<file path="src/rtl/nic_pkg.sv">
package nic_pkg;
  localparam int LINE_W = 5;
  localparam int ADDR_W = 12;

  localparam logic [ADDR_W-1:0] ADDR_INDEX  = 12'h000;
  localparam logic [ADDR_W-1:0] ADDR_WINDOW = 12'h010;
  localparam logic [ADDR_W-1:0] ADDR_EOI    = 12'h0B0;
  localparam logic [ADDR_W-1:0] ADDR_ENABLE = 12'h0F0;
  localparam logic [ADDR_W-1:0] ADDR_ISR    = 12'h110;

  localparam int CFG_MASK_BIT  = 16;
  localparam int CFG_LEVEL_BIT = 15;
  localparam int EN_BIT        = 8;

  typedef enum logic [2:0] {
    RD_NONE, RD_INDEX, RD_WINDOW, RD_ENABLE, RD_ISR
  } rdSel_e;

  typedef struct packed {
    logic   idxWr;
    logic   cfgWr;
    logic   enWr;
    logic   eoiWr;
    logic   ackTake;
    rdSel_e rdSel;
  } ctrlStrobe_t;
endpackage

</file>
<file path="src/rtl/nic_ctrl.sv">
module nic_ctrl
  import nic_pkg::*;
#(
  parameter int NUM_LINES = 32,
  parameter int VEC_BASE  = 32
) (
  input  logic              clk,
  input  logic              rstN,
  input  logic              regWrEn,
  input  logic [ADDR_W-1:0] regAddr,
  input  logic              intAck,
  input  logic              candValid,
  input  logic [LINE_W-1:0] candIdx,
  input  logic              svcValid,
  input  logic [LINE_W-1:0] svcIdx,
  input  logic              enBit,
  output ctrlStrobe_t       strobe,
  output logic              cpuIrq,
  output logic [7:0]        ackVector
);
  logic irqReq;

  assign irqReq = enBit && candValid && (!svcValid || (candIdx > svcIdx));

  always_comb begin
    strobe         = '0;
    strobe.rdSel   = RD_NONE;
    strobe.ackTake = intAck && irqReq;
    unique case (regAddr)
      ADDR_INDEX: begin
        strobe.idxWr = regWrEn;
        strobe.rdSel = RD_INDEX;
      end
      ADDR_WINDOW: begin
        strobe.cfgWr = regWrEn;
        strobe.rdSel = RD_WINDOW;
      end
      ADDR_ENABLE: begin
        strobe.enWr  = regWrEn;
        strobe.rdSel = RD_ENABLE;
      end
      ADDR_EOI: strobe.eoiWr = regWrEn;
      ADDR_ISR: strobe.rdSel = RD_ISR;
      default: ;
    endcase
  end

  assign cpuIrq    = irqReq;
  assign ackVector = irqReq ? (8'(VEC_BASE) + {{(8-LINE_W){1'b0}}, candIdx}) : 8'hFF;


  ack_vec_range_chk: assert property (@(posedge clk) disable iff (!rstN)
    cpuIrq |-> (ackVector >= 8'(VEC_BASE)) && (ackVector < 8'(VEC_BASE + NUM_LINES)));


  nest_order_chk: assert property (@(posedge clk) disable iff (!rstN)
    (cpuIrq && svcValid) |-> (ackVector > (8'(VEC_BASE) + {{(8-LINE_W){1'b0}}, svcIdx})));


  idle_ack_chk: assert property (@(posedge clk) disable iff (!rstN)
    !cpuIrq |-> (ackVector == 8'hFF));
endmodule

</file>
<file path="src/rtl/nic_dp.sv">
module nic_dp
  import nic_pkg::*;
#(
  parameter int NUM_LINES = 32,
  parameter int VEC_BASE  = 32
) (
  input  logic                 clk,
  input  logic                 rstN,
  input  logic [NUM_LINES-1:0] irqLines,
  input  logic [31:0]          regWrData,
  input  ctrlStrobe_t          strobe,
  output logic [31:0]          regRdData,
  output logic                 candValid,
  output logic [LINE_W-1:0]    candIdx,
  output logic                 svcValid,
  output logic [LINE_W-1:0]    svcIdx,
  output logic                 enBit
);
  localparam int VEC_TOP = VEC_BASE + NUM_LINES - 1;

  logic [7:0]           idxReg;
  logic [NUM_LINES-1:0] cfgMask, cfgLevel, linesQ, pendEdge, inService;
  logic [NUM_LINES-1:0] cfgHitVec, riseVec, pendNow, eligible, takeVec, eoiVec;
  logic [LINE_W-1:0]    selLine;
  logic                 idxOk;
  logic                 unusedWr;

  assign unusedWr = ^{regWrData[31:17], regWrData[14:9], regWrData[7:0] ^ 8'(VEC_TOP)};

  function automatic logic [LINE_W:0] pickTop(input logic [NUM_LINES-1:0] v);
    logic [LINE_W:0] r;
    r = '0;
    for (int i = 0; i < NUM_LINES; i++)
      if (v[i]) r = {1'b1, LINE_W'(i)};
    return r;
  endfunction

  assign selLine = {idxReg[6:5], idxReg[3:1]};
  assign idxOk   = !idxReg[0] && !idxReg[4] && !idxReg[7] && (int'(selLine) < NUM_LINES);

  for (genvar n = 0; n < NUM_LINES; n++) begin : g_line
    assign cfgHitVec[n] = strobe.cfgWr && idxOk && (selLine == LINE_W'(n));
    assign riseVec[n]   = irqLines[n] && !linesQ[n] && !cfgMask[n] && !cfgLevel[n];
    assign pendNow[n]   = cfgLevel[n] ? (linesQ[n] && !inService[n]) : pendEdge[n];
    assign eligible[n]  = pendNow[n] && !cfgMask[n];
  end

  assign {candValid, candIdx} = pickTop(eligible);
  assign {svcValid, svcIdx}   = pickTop(inService);

  assign takeVec = strobe.ackTake ? (NUM_LINES'(1) << candIdx) : '0;
  assign eoiVec  = (strobe.eoiWr && svcValid) ? (NUM_LINES'(1) << svcIdx) : '0;

  always_ff @(posedge clk or negedge rstN) begin
    if (!rstN) begin
      idxReg    <= '0;
      cfgMask   <= '1;
      cfgLevel  <= '0;
      enBit     <= 1'b0;
      linesQ    <= '0;
      pendEdge  <= '0;
      inService <= '0;
    end else begin
      if (strobe.idxWr) idxReg <= regWrData[7:0];
      if (strobe.enWr)  enBit  <= regWrData[EN_BIT];
      cfgMask   <= (cfgMask  & ~cfgHitVec) | (cfgHitVec & {NUM_LINES{regWrData[CFG_MASK_BIT]}});
      cfgLevel  <= (cfgLevel & ~cfgHitVec) | (cfgHitVec & {NUM_LINES{regWrData[CFG_LEVEL_BIT]}});
      linesQ    <= irqLines;
      pendEdge  <= (pendEdge & ~takeVec) | riseVec;
      inService <= (inService & ~eoiVec) | takeVec;
    end
  end

  always_comb begin
    regRdData = '0;
    unique case (strobe.rdSel)
      RD_INDEX:  regRdData = {24'b0, idxReg};
      RD_WINDOW: if (idxOk) begin
        regRdData[CFG_MASK_BIT]  = cfgMask[selLine];
        regRdData[CFG_LEVEL_BIT] = cfgLevel[selLine];
      end
      RD_ENABLE: regRdData[EN_BIT] = enBit;
      RD_ISR:    regRdData = 32'(inService);
      default: ;
    endcase
  end


  ack_take_chk: assert property (@(posedge clk) disable iff (!rstN)
    strobe.ackTake |=> inService[$past(candIdx)]);


  isr_gain_chk: assert property (@(posedge clk) disable iff (!rstN)
    !strobe.ackTake |=> ((inService & ~$past(inService)) == '0));


  eoi_retire_chk: assert property (@(posedge clk) disable iff (!rstN)
    (strobe.eoiWr && svcValid && !strobe.ackTake) |=>
      ($countones(inService) == $countones($past(inService)) - 1));


  masked_edge_chk: assert property (@(posedge clk) disable iff (!rstN)
    1'b1 |=> ((pendEdge & ~$past(pendEdge) & $past(cfgMask)) == '0));
endmodule

</file>
<file path="src/rtl/nest_irq_ctrl.sv">
module nest_irq_ctrl
  import nic_pkg::*;
#(
  parameter int NUM_LINES = 32,
  parameter int VEC_BASE  = 32
) (
  input  logic                 clk,
  input  logic                 rstN,
  input  logic [NUM_LINES-1:0] irqLines,
  input  logic                 regWrEn,
  input  logic [ADDR_W-1:0]    regAddr,
  input  logic [31:0]          regWrData,
  output logic [31:0]          regRdData,
  input  logic                 intAck,
  output logic                 cpuIrq,
  output logic [7:0]           ackVector
);
  ctrlStrobe_t       strobe;
  logic              candValid, svcValid, enBit;
  logic [LINE_W-1:0] candIdx, svcIdx;

  nic_ctrl #(.NUM_LINES(NUM_LINES), .VEC_BASE(VEC_BASE)) u_ctrl (
    .clk(clk), .rstN(rstN), .regWrEn(regWrEn), .regAddr(regAddr), .intAck(intAck),
    .candValid(candValid), .candIdx(candIdx), .svcValid(svcValid), .svcIdx(svcIdx),
    .enBit(enBit), .strobe(strobe), .cpuIrq(cpuIrq), .ackVector(ackVector)
  );

  nic_dp #(.NUM_LINES(NUM_LINES), .VEC_BASE(VEC_BASE)) u_dp (
    .clk(clk), .rstN(rstN), .irqLines(irqLines), .regWrData(regWrData), .strobe(strobe),
    .regRdData(regRdData), .candValid(candValid), .candIdx(candIdx),
    .svcValid(svcValid), .svcIdx(svcIdx), .enBit(enBit)
  );
endmodule

</file>
<file path="config.mk">
export PLATFORM = sky130hd
export DESIGN_NAME = nest_irq_ctrl
export DESIGN_NICKNAME = d
export VERILOG_FILES = /design/src/rtl/nic_pkg.sv /design/src/rtl/nic_ctrl.sv /design/src/rtl/nic_dp.sv /design/src/rtl/nest_irq_ctrl.sv
export SDC_FILE = /design/constraint.sdc
export NUM_CORES = 1
export LEC_CHECK = 0
export BUFFER_PORTS_ARGS = -buffer_cell sky130_fd_sc_hd__buf_2
export CORE_UTILIZATION = 40
export CTS_BUF_LIST = sky130_fd_sc_hd__clkbuf_16
export DETAILED_ROUTE_END_ITERATION = 10
export PLACE_DENSITY_LB_ADDON = 0.15
export SLEW_MARGIN = 20
export SYNTH_ARGS = -nofsm -noshare
export SYNTH_HDL_FRONTEND = slang
export SYNTH_SLANG_ARGS = --single-unit
</file>
<file path="constraint.sdc">
create_clock -name clk -period 4.1 [get_ports clk]
set_clock_uncertainty 0.1 [all_clocks]
set_input_delay 0.205 -clock clk [delete_from_list [all_inputs] [get_ports clk]]
set_output_delay 0.205 -clock clk [all_outputs]
set_load 0.02 [all_outputs]
</file>
==> results.yml, run 1 <==
clocking:
  cts_setup_buffers: 0
  clkLatencyLatePin_ns: 0.44
  h-tree-depth: 4
  cts-root-buf: "clkbuf_16"
  clk_path_buf_depth: 2
  path_clk_slew_ns: 0.07
  cts_made_buffers: 17
  cts_tree: "yes"
  cts_sinks: 169
placement:
  dp_hpwl_um: 22140
  gp_congestion: 0.9086
  portBuffers: 98
  dp_cells: 1271
  place_area_um2: 10290
worst_setup_path:
  ff2ff_path_depth: 15
  r2r_end: "u_dp.pendEdge[3]"
  setup.worst_path.class: "flop to output port"
  crit_chain: "nand3b_1, a21oi_1, a211oi_1, o31ai_1, a211oi_1, nor2_4, inv_2, ha_1, and4_1, a21oi_1, o31a_1, o21ai_0, a21oi_1, buf_4, nand2_1, buf_2"
  crit_top_cell: "a21oi_1"
  worstPathArrival_ns: 3.69
  crit_path_top_delay_cell: "dfrtp_1"
  path_max_fanout: 7
  r2r_slack_ns: 0.11
  endpoint_kind: "output port"
  r2r-start: "u_dp.inService[1]"
  required_ns: 3.80
  critPathLaunchType: "flop"
  slowest_delay_ns: 0.47
timing:
  period_share: 0.9741
  worst_pin_slew_ns: 1.077
  slew_headroom: 0.2819
  maxSlewViolCount: 0
  clock.fmax_mhz: 250.4
  period_needed_ns: 3.994
  final_hold_viol_count: 0
  setup_viol: 0
drt:
  via_per_inst: 5.811
  drcViolationCount: 0
  vias: 7816
  drtIter0Drc: 591
  drt-wirelength-per-cell_um: 22.26
  wirelength_um: 29940
  ant_nets: 0
  first_pass_iters: 5
grt:
  antenna_found_initial: 1
  grt_max_degree: 104
  gr-usage-all-layers: 0.2655
  grt_pass1_vias: 7769
  grt-ovfl-total: 0
  grt_pass1_wl_um: 45930
job:
  drv_cap: 0
yosys:
  ys_seq_elements: 169
  ys.flop_type: "dfrtp_1"
  synth_nets: 950
  synth_cell_types: 75
  netlist_area_um2: 9130
  yosysSeqAreaShare: 0.4676
  synth_warnings: 0
  netlist_instances: 865
  async_reset_ff_frac: 1.000
  syn_area_per_cell_um2: 10.55
  synth_edf_count: 0
min_path:
  hold_depth: 3
  hp-class: "input pin to flop"
  min_to: "u_dp.enBit"
  hold_start: "regWrEn"
die:
  design.die.area_um2: 23430
  start_util: 0.4132
  chipHeight_um: 153.1
  io_pins: 121
  dieWidth_um: 153.1
  row_count: 54
  coreArea_um2: 22090
final_layout:
  drive_above_1_share: 0.3333
  final_cell_area_um2: 11380
  n_antenna_cell: 0
  area_growth_pct: 24.67
  layout.cells.non_filler: 1345
  layout.nets: 1137
  fillers: 2041
power_and_ir_drop:
  power_mw: 3.561
  p_leak_nw: 4.890
  peakVddDrop_mv: 0.2725
  powerDensity_nw_per_um2: 312.8
status:
  status: "finished, final reports clean"
[cell type report]
cell class | count | area [µm²] | area share
tap | 280 | 350.3 | 0.03078
clock inverter | 15 | 188.9 | 0.01660
inverter | 26 | 97.59 | 0.008574
timing repair buffer | 196 | 1350 | 0.1186
sequential | 169 | 4269 | 0.3751
multi-input combinational | 642 | 4701 | 0.4130
clock buffer | 17 | 425.4 | 0.03737
[timing repair]
item / in CTS / in global routing
gates resized for setup: 0 / 13
endpoints found under the setup margin: 0 / 56
hold endpoints to repair: 131 / 0
hold buffers: 42 / 0
[where the power goes]
| group | switching, mW | internal [mW] | total [mW] |
|---|---|---|---|
| clock | 0.732 | 0.972 | 1.70 |
| combinational | 0.0865 | 0.0715 | 0.158 |
| sequential | 0.0128 | 1.69 | 1.70 |
[logic make-up after synthesis]
| logic type | count (synthesis) | share of synthesized area |
|---|---|---|
| buffers and inverters | 54 | 0.02357 |
| AOI/OAI and AO/OA | 198 | 0.1390 |
| muxes | 95 | 0.1416 |
| and+or+nand+nor | 343 | 0.2211 |
| DFF | 169 | 0.4676 |
| other | 1 | 0.0004107 |
| adders and majority gates | 5 | 0.006852 |
[how the worst max path moves through the flow]
stage,startpoint,end,slack (ns),cells after the start
after detailed placement,u_dp.inService[3],u_dp.pendEdge[0],0.04,15
final,u_dp.inService[1],ackVector[1],0.11,16
after global placement,u_dp.inService[3],u_dp.pendEdge[1],0.08,15
after CTS,u_dp.inService[3],ackVector[4],0.01,16
after global routing,flop,ackVector[1],-0.006,16
after floorplan,u_dp.inService[11],ackVector[7],0.12,16
[critical path, delay by kind of cell (launching register included)]
family / cells / cell delay, ns
AND/OR/NAND/NOR: 4 / 0.60
AO/OA/AOI/OAI: 8 / 1.55
buffers and inverters: 3 / 0.38
adder cells (fa/ha/maj): 1 / 0.26
flip-flops: 1 / 0.47
[layer usage]
layer | global-route usage | part of all wire
met1 | 0.3690 | 0.45
met2 | 0.4077 | 0.45
met3 | 0.05812 | 0.072
met4 | 0.09428 | 0.023
met5 | 0 | 0
[cell usage in the layout, fill, tap and decap left out, drive strengths merged, types with 13 or more instances in the layout]
cell         count
buf            154
dfrtp          137
nor2            77
mux2            73
o21ai           64
a21oi           46
nand2           45
dlygate4sd3     42
nand2b          39
nand3b          33
dfstp           32
inv             32
and2            25
mux4            20
nor4b           19
nand3           18
clkbuf          17
nor3            15
nor4            15
a31oi           14
nor2b           13
[cells in the mapped netlist, types with 4 or more instances]
cell type	n	area [µm²]
nor3_1	13	65.06
a21oi_1	45	225.2
nor2b_1	13	81.33
nor2_1	75	281.5
ha_1	5	62.56
o31a_1	5	43.79
nand2b_1	39	244.0
nand3b_1	33	247.7
mux2_2	73	822.0
nand3_1	18	90.09
o41ai_1	7	61.31
a21o_1	9	67.56
clkbuf_1	21	78.83
o21ai_0	63	315.3
nor4_1	13	81.33
a211oi_1	5	37.54
nor4b_1	18	157.7
o31ai_1	10	75.07
and3_1	4	25.02
or4b_2	7	70.07
dfrtp_1	137	3428
a22o_1	10	87.58
nor3b_1	5	37.54
or3_1	5	31.28
nand2_1	44	165.2
and2_1	25	156.4
a31oi_1	13	81.33
buf_2	4	20.02
dfstp_2	32	840.8
or2_2	5	31.28
nand4_1	4	25.02
inv_1	23	86.33
mux4_2	20	450.4
[stage by stage]
step	utilization	setup TNS (ns)	setup slack (ns)	hold slack [ns]
after floorplan	-	0	0.1152	-0.1906
after global placement	0.4659	0	0.07998	0.2236
after detailed placement	0.4659	0	0.03778	0.2250
after CTS	0.5127	0	0.01267	0.06416
after global routing	0.5152	-0.008304	-0.005556	0.08175
final	0.5152	0	0.1062	0.07540
Power figures use the tool's default switching activity.
==> inputs of run 2 (changes only) <==
--- a/config.mk
+++ b/config.mk
@@ -13,4 +13,5 @@
 export SLEW_MARGIN = 20
 export SYNTH_ARGS = -nofsm -noshare
 export SYNTH_HDL_FRONTEND = slang
+export SYNTH_HIERARCHICAL = 1
 export SYNTH_SLANG_ARGS = --single-unit
==> run 2 against run 1 <==
Net effect:
- clock power grew 5%
- via count grew 8.0%
- sequential share of layout area shrank 2.6 points
- worst hold slack lost 0.022 ns
- sequential power is essentially flat
- critical path depth grew 1
- first-iteration DRC count grew 27%
- power grew 1.5%
- critical endpoint is now u_dp/pendEdge[20]
- largest cell class unchanged
==> results.yml, run 2 <==
status:
  status: "finished, final reports clean"
clocking:
  clkLatencyLatePin_ns: 0.44
  h-tree-depth: 4
  cts_made_buffers: 17
  cts-root-buf: "clkbuf_16"
  path_clk_slew_ns: 0.07
  clk_path_buf_depth: 2
  cts_sinks: 169
  cts_tree: "yes"
grt:
  use_met3: 0.04323
  gr-usage-all-layers: 0.2672
  grt_max_degree: 92
  gr-usage-met2: 0.4161
  grt_pass1_wl_um: 48490
  grt-ovfl-total: 0
  busiest_layer: "met2"
  met1_usage: 0.3886
  grt_pass1_vias: 8098
  antenna_found_initial: 0
worst_setup_path:
  endpoint_kind: "flop"
  critPathLaunchType: "flop"
  slowest_delay_ns: 0.53
  setup.worst_path.class: "flop to flop"
  required_ns: 4.33
  path_max_fanout: 4
  crit_chain: "and4bb_2, a21o_1, o211ai_1, a221oi_4, o22a_2, a31oi_4, o21ai_2, ha_1, nand4_1, buf_4, nor2_4, o211a_4, o2111ai_4, nor4_4, buf_4, o211ai_1, a32o_1"
  ff2ff_path_depth: 17
  worstPathArrival_ns: 4.16
  crit_path_top_delay_cell: "dfstp_2"
drt:
  via_per_inst: 5.785
  wirelength_um: 31500
  drtIter0Drc: 750
  ant_nets: 0
  first_pass_iters: 5
  drt-wirelength-per-cell_um: 21.59
  vias: 8441
  drcViolationCount: 0
power_and_ir_drop:
  p_leak_nw: 5.353
  power_mw: 3.615
  peakVddDrop_mv: 0.2322
  powerDensity_nw_per_um2: 295.6
yosys:
  yosys.area.top_type: "dfrtp_1"
  yosysTopAreaCellShare: 0.3553
  syn_area_per_cell_um2: 10.54
  synth_edf_count: 0
  yosysMostFrequentCell: "dfrtp_1"
  synth_nets: 1000
  synthTopCellsByArea: "dfrtp_1 36%, dfstp_2 8.7%, mux2_2 8.5%, mux4_2 4.7%, nor2_1 3.6%"
  ys.flop_type: "dfrtp_1"
  netlist_area_um2: 9648
  synth_warnings: 6
  synth_cell_types: 81
  yosysSeqAreaShare: 0.4425
  ys_seq_elements: 169
  netlist_instances: 915
  async_reset_ff_frac: 1.000
  synth_top_cells_by_count: "137 x dfrtp_1, 92 x nor2_1, 73 x mux2_2"
timing:
  slew_headroom: 0.2165
  period_needed_ns: 3.931
  clock.fmax_mhz: 254.4
  period_share: 0.9588
  setup_tns_ns: 0
  worst_pin_slew_ns: 1.175
  finalWorstSetupSlack_ns: 0.1690
  whs_ns: 0.05349
  maxSlewViolCount: 0
  final_hold_viol_count: 0
  setup_viol: 0
final_layout:
  drive_above_1_share: 0.3468
  area_growth_pct: 26.77
  final_common_cell: "dfrtp_1"
  layout.cells.non_filler: 1459
  layout_common_cells: "136 x dfrtp_1, 97 x buf_2, 92 x nor2_1"
  fillers: 2221
  final_cell_area_um2: 12230
  layout.nets: 1211
  final_core_util: 0.5195
min_path:
  hp-class: "input pin to flop"
  hold_depth: 3
placement:
  dp_cells: 1381
  gp_congestion: 0.9260
  place_area_um2: 11040
  dp_hpwl_um: 23170
  portBuffers: 98
  dp_slack_ns: 0.06875
die:
  start_util: 0.4098
  dieWidth_um: 157.3
  chipHeight_um: 157.3
  coreArea_um2: 23540
  row_count: 56
  design.die.area_um2: 24740
  io_pins: 121
job:
  drv_cap: 0
run 2: per-layer routing:
| layer | wire length, µm | share of wire | up-vias |
|---|---|---|---|
| met2 | 14550 | 0.46 | 255 |
| met1 | 14910 | 0.47 | 4240 |
| met5 | 0 | 0 | - |
| li1 | - | - | 3925 |
| met3 | 1720 | 0.055 | 21 |
| met4 | 319 | 0.010 | 0 |
run 2: worst paths after layout:
path                              startpoint            endpoint  slack [ns]
min in group asynchronous               rstN  u_dp/inService[27]        0.27
max reg2reg                             flop   u_dp/pendEdge[20]        0.17
max in group asynchronous               rstN           async pin        2.51
max                                     flop   u_dp/pendEdge[20]        0.17
min                               regAddr[6]  u_dp/inService[31]        0.05
min reg2reg                u_dp/pendEdge[24]   u_dp/pendEdge[24]        0.39
run 2: area by class of cell:
type                    instances  area, µm²  share of cell area
well taps                     319      399.1             0.03263
multi-input cells             661       5154              0.4214
clock inverters                15      214.0             0.01749
inverters                      48      180.2             0.01473
flip-flops and latches        169       4270              0.3492
diodes                          1      2.502           0.0002046
clock buffers                  17      425.4             0.03478
repair buffers                229       1585              0.1296
run 2: kinds of logic after synthesis:
kind of cell,count (synthesis),share of synthesized area
buffers and inverters,85,0.03449
AOI/OAI and AO/OA,215,0.1714
muxes,95,0.1340
and+or+nand+nor,345,0.2107
DFF,169,0.4425
other,1,0.0003887
adders and majority gates,5,0.006484
run 2: worst max-delay path: cells and delay by family, from the launching register on:
family	cells	cell delay, ns
DFF	1	0.53
AOI/OAI and AO/OA	10	1.92
buffers and inverters	2	0.31
and+or+nand+nor	4	0.66
adders and majority gates	1	0.30
run 2: timing repair:
item | 4_1_cts | 5_1_grt
gates resized for setup | 0 | 19
hold buffers | 42 | 0
setup buffers | 0 | 3
endpoints found under the hold margin | 126 | 0
endpoints found under the setup margin | 0 | 26
run 2: power by group:
part	switching (mW)	internal [mW]	total, mW
Combinational	0.0789	0.0643	0.143
Sequential	0.0101	1.68	1.69
Clock	0.739	1.04	1.78
Total	0.828	2.79	3.61
==> inputs of run 3 (changes only) <==
--- a/config.mk
+++ b/config.mk
@@ -10,6 +10,7 @@
 export CTS_BUF_LIST = sky130_fd_sc_hd__clkbuf_16
 export DETAILED_ROUTE_END_ITERATION = 10
 export PLACE_DENSITY_LB_ADDON = 0.15
+export SETUP_SLACK_MARGIN = 0.4
 export SLEW_MARGIN = 20
 export SYNTH_ARGS = -nofsm -noshare
 export SYNTH_HDL_FRONTEND = slang
==> run 3 against run 2 <==
Net effect:
- power fell by 5.7%
- maximum frequency rose by 4.9%
- core utilization rose by 1.1 points
- via count rose by 1.1%
- final area rose by 2.1%
- global-route usage fell by 0.56 points
- flip-flop and latch count did not move
- routed wire length rose by 0.80%
- sequential share of layout area fell by 0.72 points
- critical endpoint unchanged
- largest cell class unchanged
- highest routed layer unchanged
==> results.yml, run 3 (synthesis gave the netlist of run 2 again) <==
status:
  status: "finished, final reports clean"
timing:
  worst_pin_slew_ns: 1.428
  rsz0062_at_grt: "yes"
  period_share: 0.9140
  maxSlewViolCount: 0
  slew_headroom: 0.04024
  setup_tns_ns: 0
  period_needed_ns: 3.747
  finalWorstSetupSlack_ns: 0.3525
  final_hold_viol_count: 0
  setup_viol: 0
  clock.fmax_mhz: 266.8
drt:
  wirelength_um: 31750
  drt-wirelength-per-cell_um: 21.77
  first_pass_iters: 5
  drcViolationCount: 0
  ant_nets: 0
  drtIter0Drc: 776
  via_per_inst: 5.851
  vias: 8531
die:
  chipHeight_um: 157.3
  row_count: 56
  dieWidth_um: 157.3
  design.die.area_um2: 24740
  start_util: 0.4098
  coreArea_um2: 23540
  io_pins: 121
final_layout:
  drive_above_1_share: 0.3793
  layout_common_cells: "136 x dfrtp_1, 92 x buf_2, 91 x nor2_1"
  final_core_util: 0.5305
  area_growth_pct: 29.44
  layout.cells.non_filler: 1458
  final_common_cell: "dfrtp_1"
  n_antenna_cell: 0
  final_cell_area_um2: 12490
  fillers: 2176
  layout.nets: 1211
clocking:
  h-tree-depth: 4
  cts_sinks: 169
  clk_path_buf_depth: 2
  cts-root-buf: "clkbuf_16"
  cts_made_buffers: 17
  cts_tree: "yes"
  clkLatencyLatePin_ns: 0.43
  path_clk_slew_ns: 0.07
worst_setup_path:
  critPathLaunchType: "flop"
  worstPathArrival_ns: 3.96
  crit_top_cell: "o211ai_1"
  crit_path_top_delay_cell: "dfstp_2"
  required_ns: 4.32
  crit_chain: "and4bb_2, a21o_1, o211ai_1, a221oi_4, o22a_2, a31oi_4, o21ai_2, ha_1, nand4_1, buf_4, nor2_4, o211a_4, o2111ai_4, nor4_4, o211ai_1, a32o_1"
  setup.worst_path.class: "flop to flop"
  path_max_fanout: 4
  endpoint_kind: "flop"
  slowest_delay_ns: 0.53
grt:
  grt-ovfl-total: 0
  antenna_found_initial: 1
  grt_pass1_wl_um: 47950
  gr-usage-all-layers: 0.2616
  grt_max_degree: 101
  grt_pass1_vias: 8206
placement:
  dp_slack_ns: 0.1018
  dp_cells: 1374
  place_area_um2: 11020
  dp_hpwl_um: 22900
  gp_congestion: 0.9134
  portBuffers: 98
power_and_ir_drop:
  p_leak_nw: 5.416
  powerDensity_nw_per_um2: 272.9
  peakVddDrop_mv: 0.2543
min_path:
  hp-class: "input pin to flop"
  hold_start: "regAddr[6]"
job:
  drv_cap: 0
## run 3: worst max-delay path: cells and delay by family, from the launching register on
family                   cells  cell delay (ns)
buffers and inverters        1             0.17
AO/OA/AOI/OAI               10             1.85
adder cells (fa/ha/maj)      1             0.29
flip-flops                   1             0.53
AND/OR/NAND/NOR              4             0.71
## run 3: final cells by class
type / instances / area [µm²] / share of cell area
Timing Repair Buffer: 228 / 1659 / 0.1329
Sequential cell: 169 / 4270 / 0.3420
Tap cell: 319 / 399.1 / 0.03196
Clock inverter: 15 / 133.9 / 0.01072
Multi-Input combinational cell: 662 / 5420 / 0.4340
Inverter: 48 / 180.2 / 0.01443
Clock buffer: 17 / 425.4 / 0.03406
## run 3: power breakdown
| part | switching (mW) | internal (mW) | leakage (nW) |
|---|---|---|---|
| sequential | 0.00938 | 1.69 | 1.97 |
| combinational | 0.0796 | 0.0653 | 3.17 |
| clock | 0.682 | 0.886 | 0.280 |
## run 3: path summary, 6_finish.rpt
kind	end	slack, ns	depth (start not counted)
max	u_dp/pendEdge[20]	0.35	16
min	u_dp/inService[31]	0.07	3
max reg2reg	u_dp/pendEdge[20]	0.35	16
min reg2reg	u_dp/pendEdge[24]	0.38	1
max in group asynchronous	async pin	2.57	3
min in group asynchronous	u_dp/idxReg[3]	0.35	2
## run 3: repair_timing
item / in CTS / in global routing
gates resized for setup: 21 / 56
pin swaps: 14 / 23
hold buffers: 42 / 0
gates cloned: 0 / 2
buffers inserted: 1 / 7
endpoints found under the hold margin: 138 / 0
setup endpoints to repair: 55 / 66
## run 3: layer usage
| layer | part of all wire | global-route usage |
|---|---|---|
| met3 | 0.074 | 0.05424 |
| met5 | 0 | 0 |
| met2 | 0.46 | 0.4132 |
| met4 | 0.014 | 0.06565 |
| met1 | 0.45 | 0.3653 |
## run 3: through the flow
| step | hold slack (ns) | power (mW) |
|---|---|---|
| finish | 0.06953 | 3.408 |
| global route | 0.08526 | 3.528 |
| CTS | 0.04205 | 3.444 |
| detailed placement | 0.2272 | 1.840 |
| global placement | 0.2245 | 1.839 |
| floorplan | -0.1906 | 1.754 |
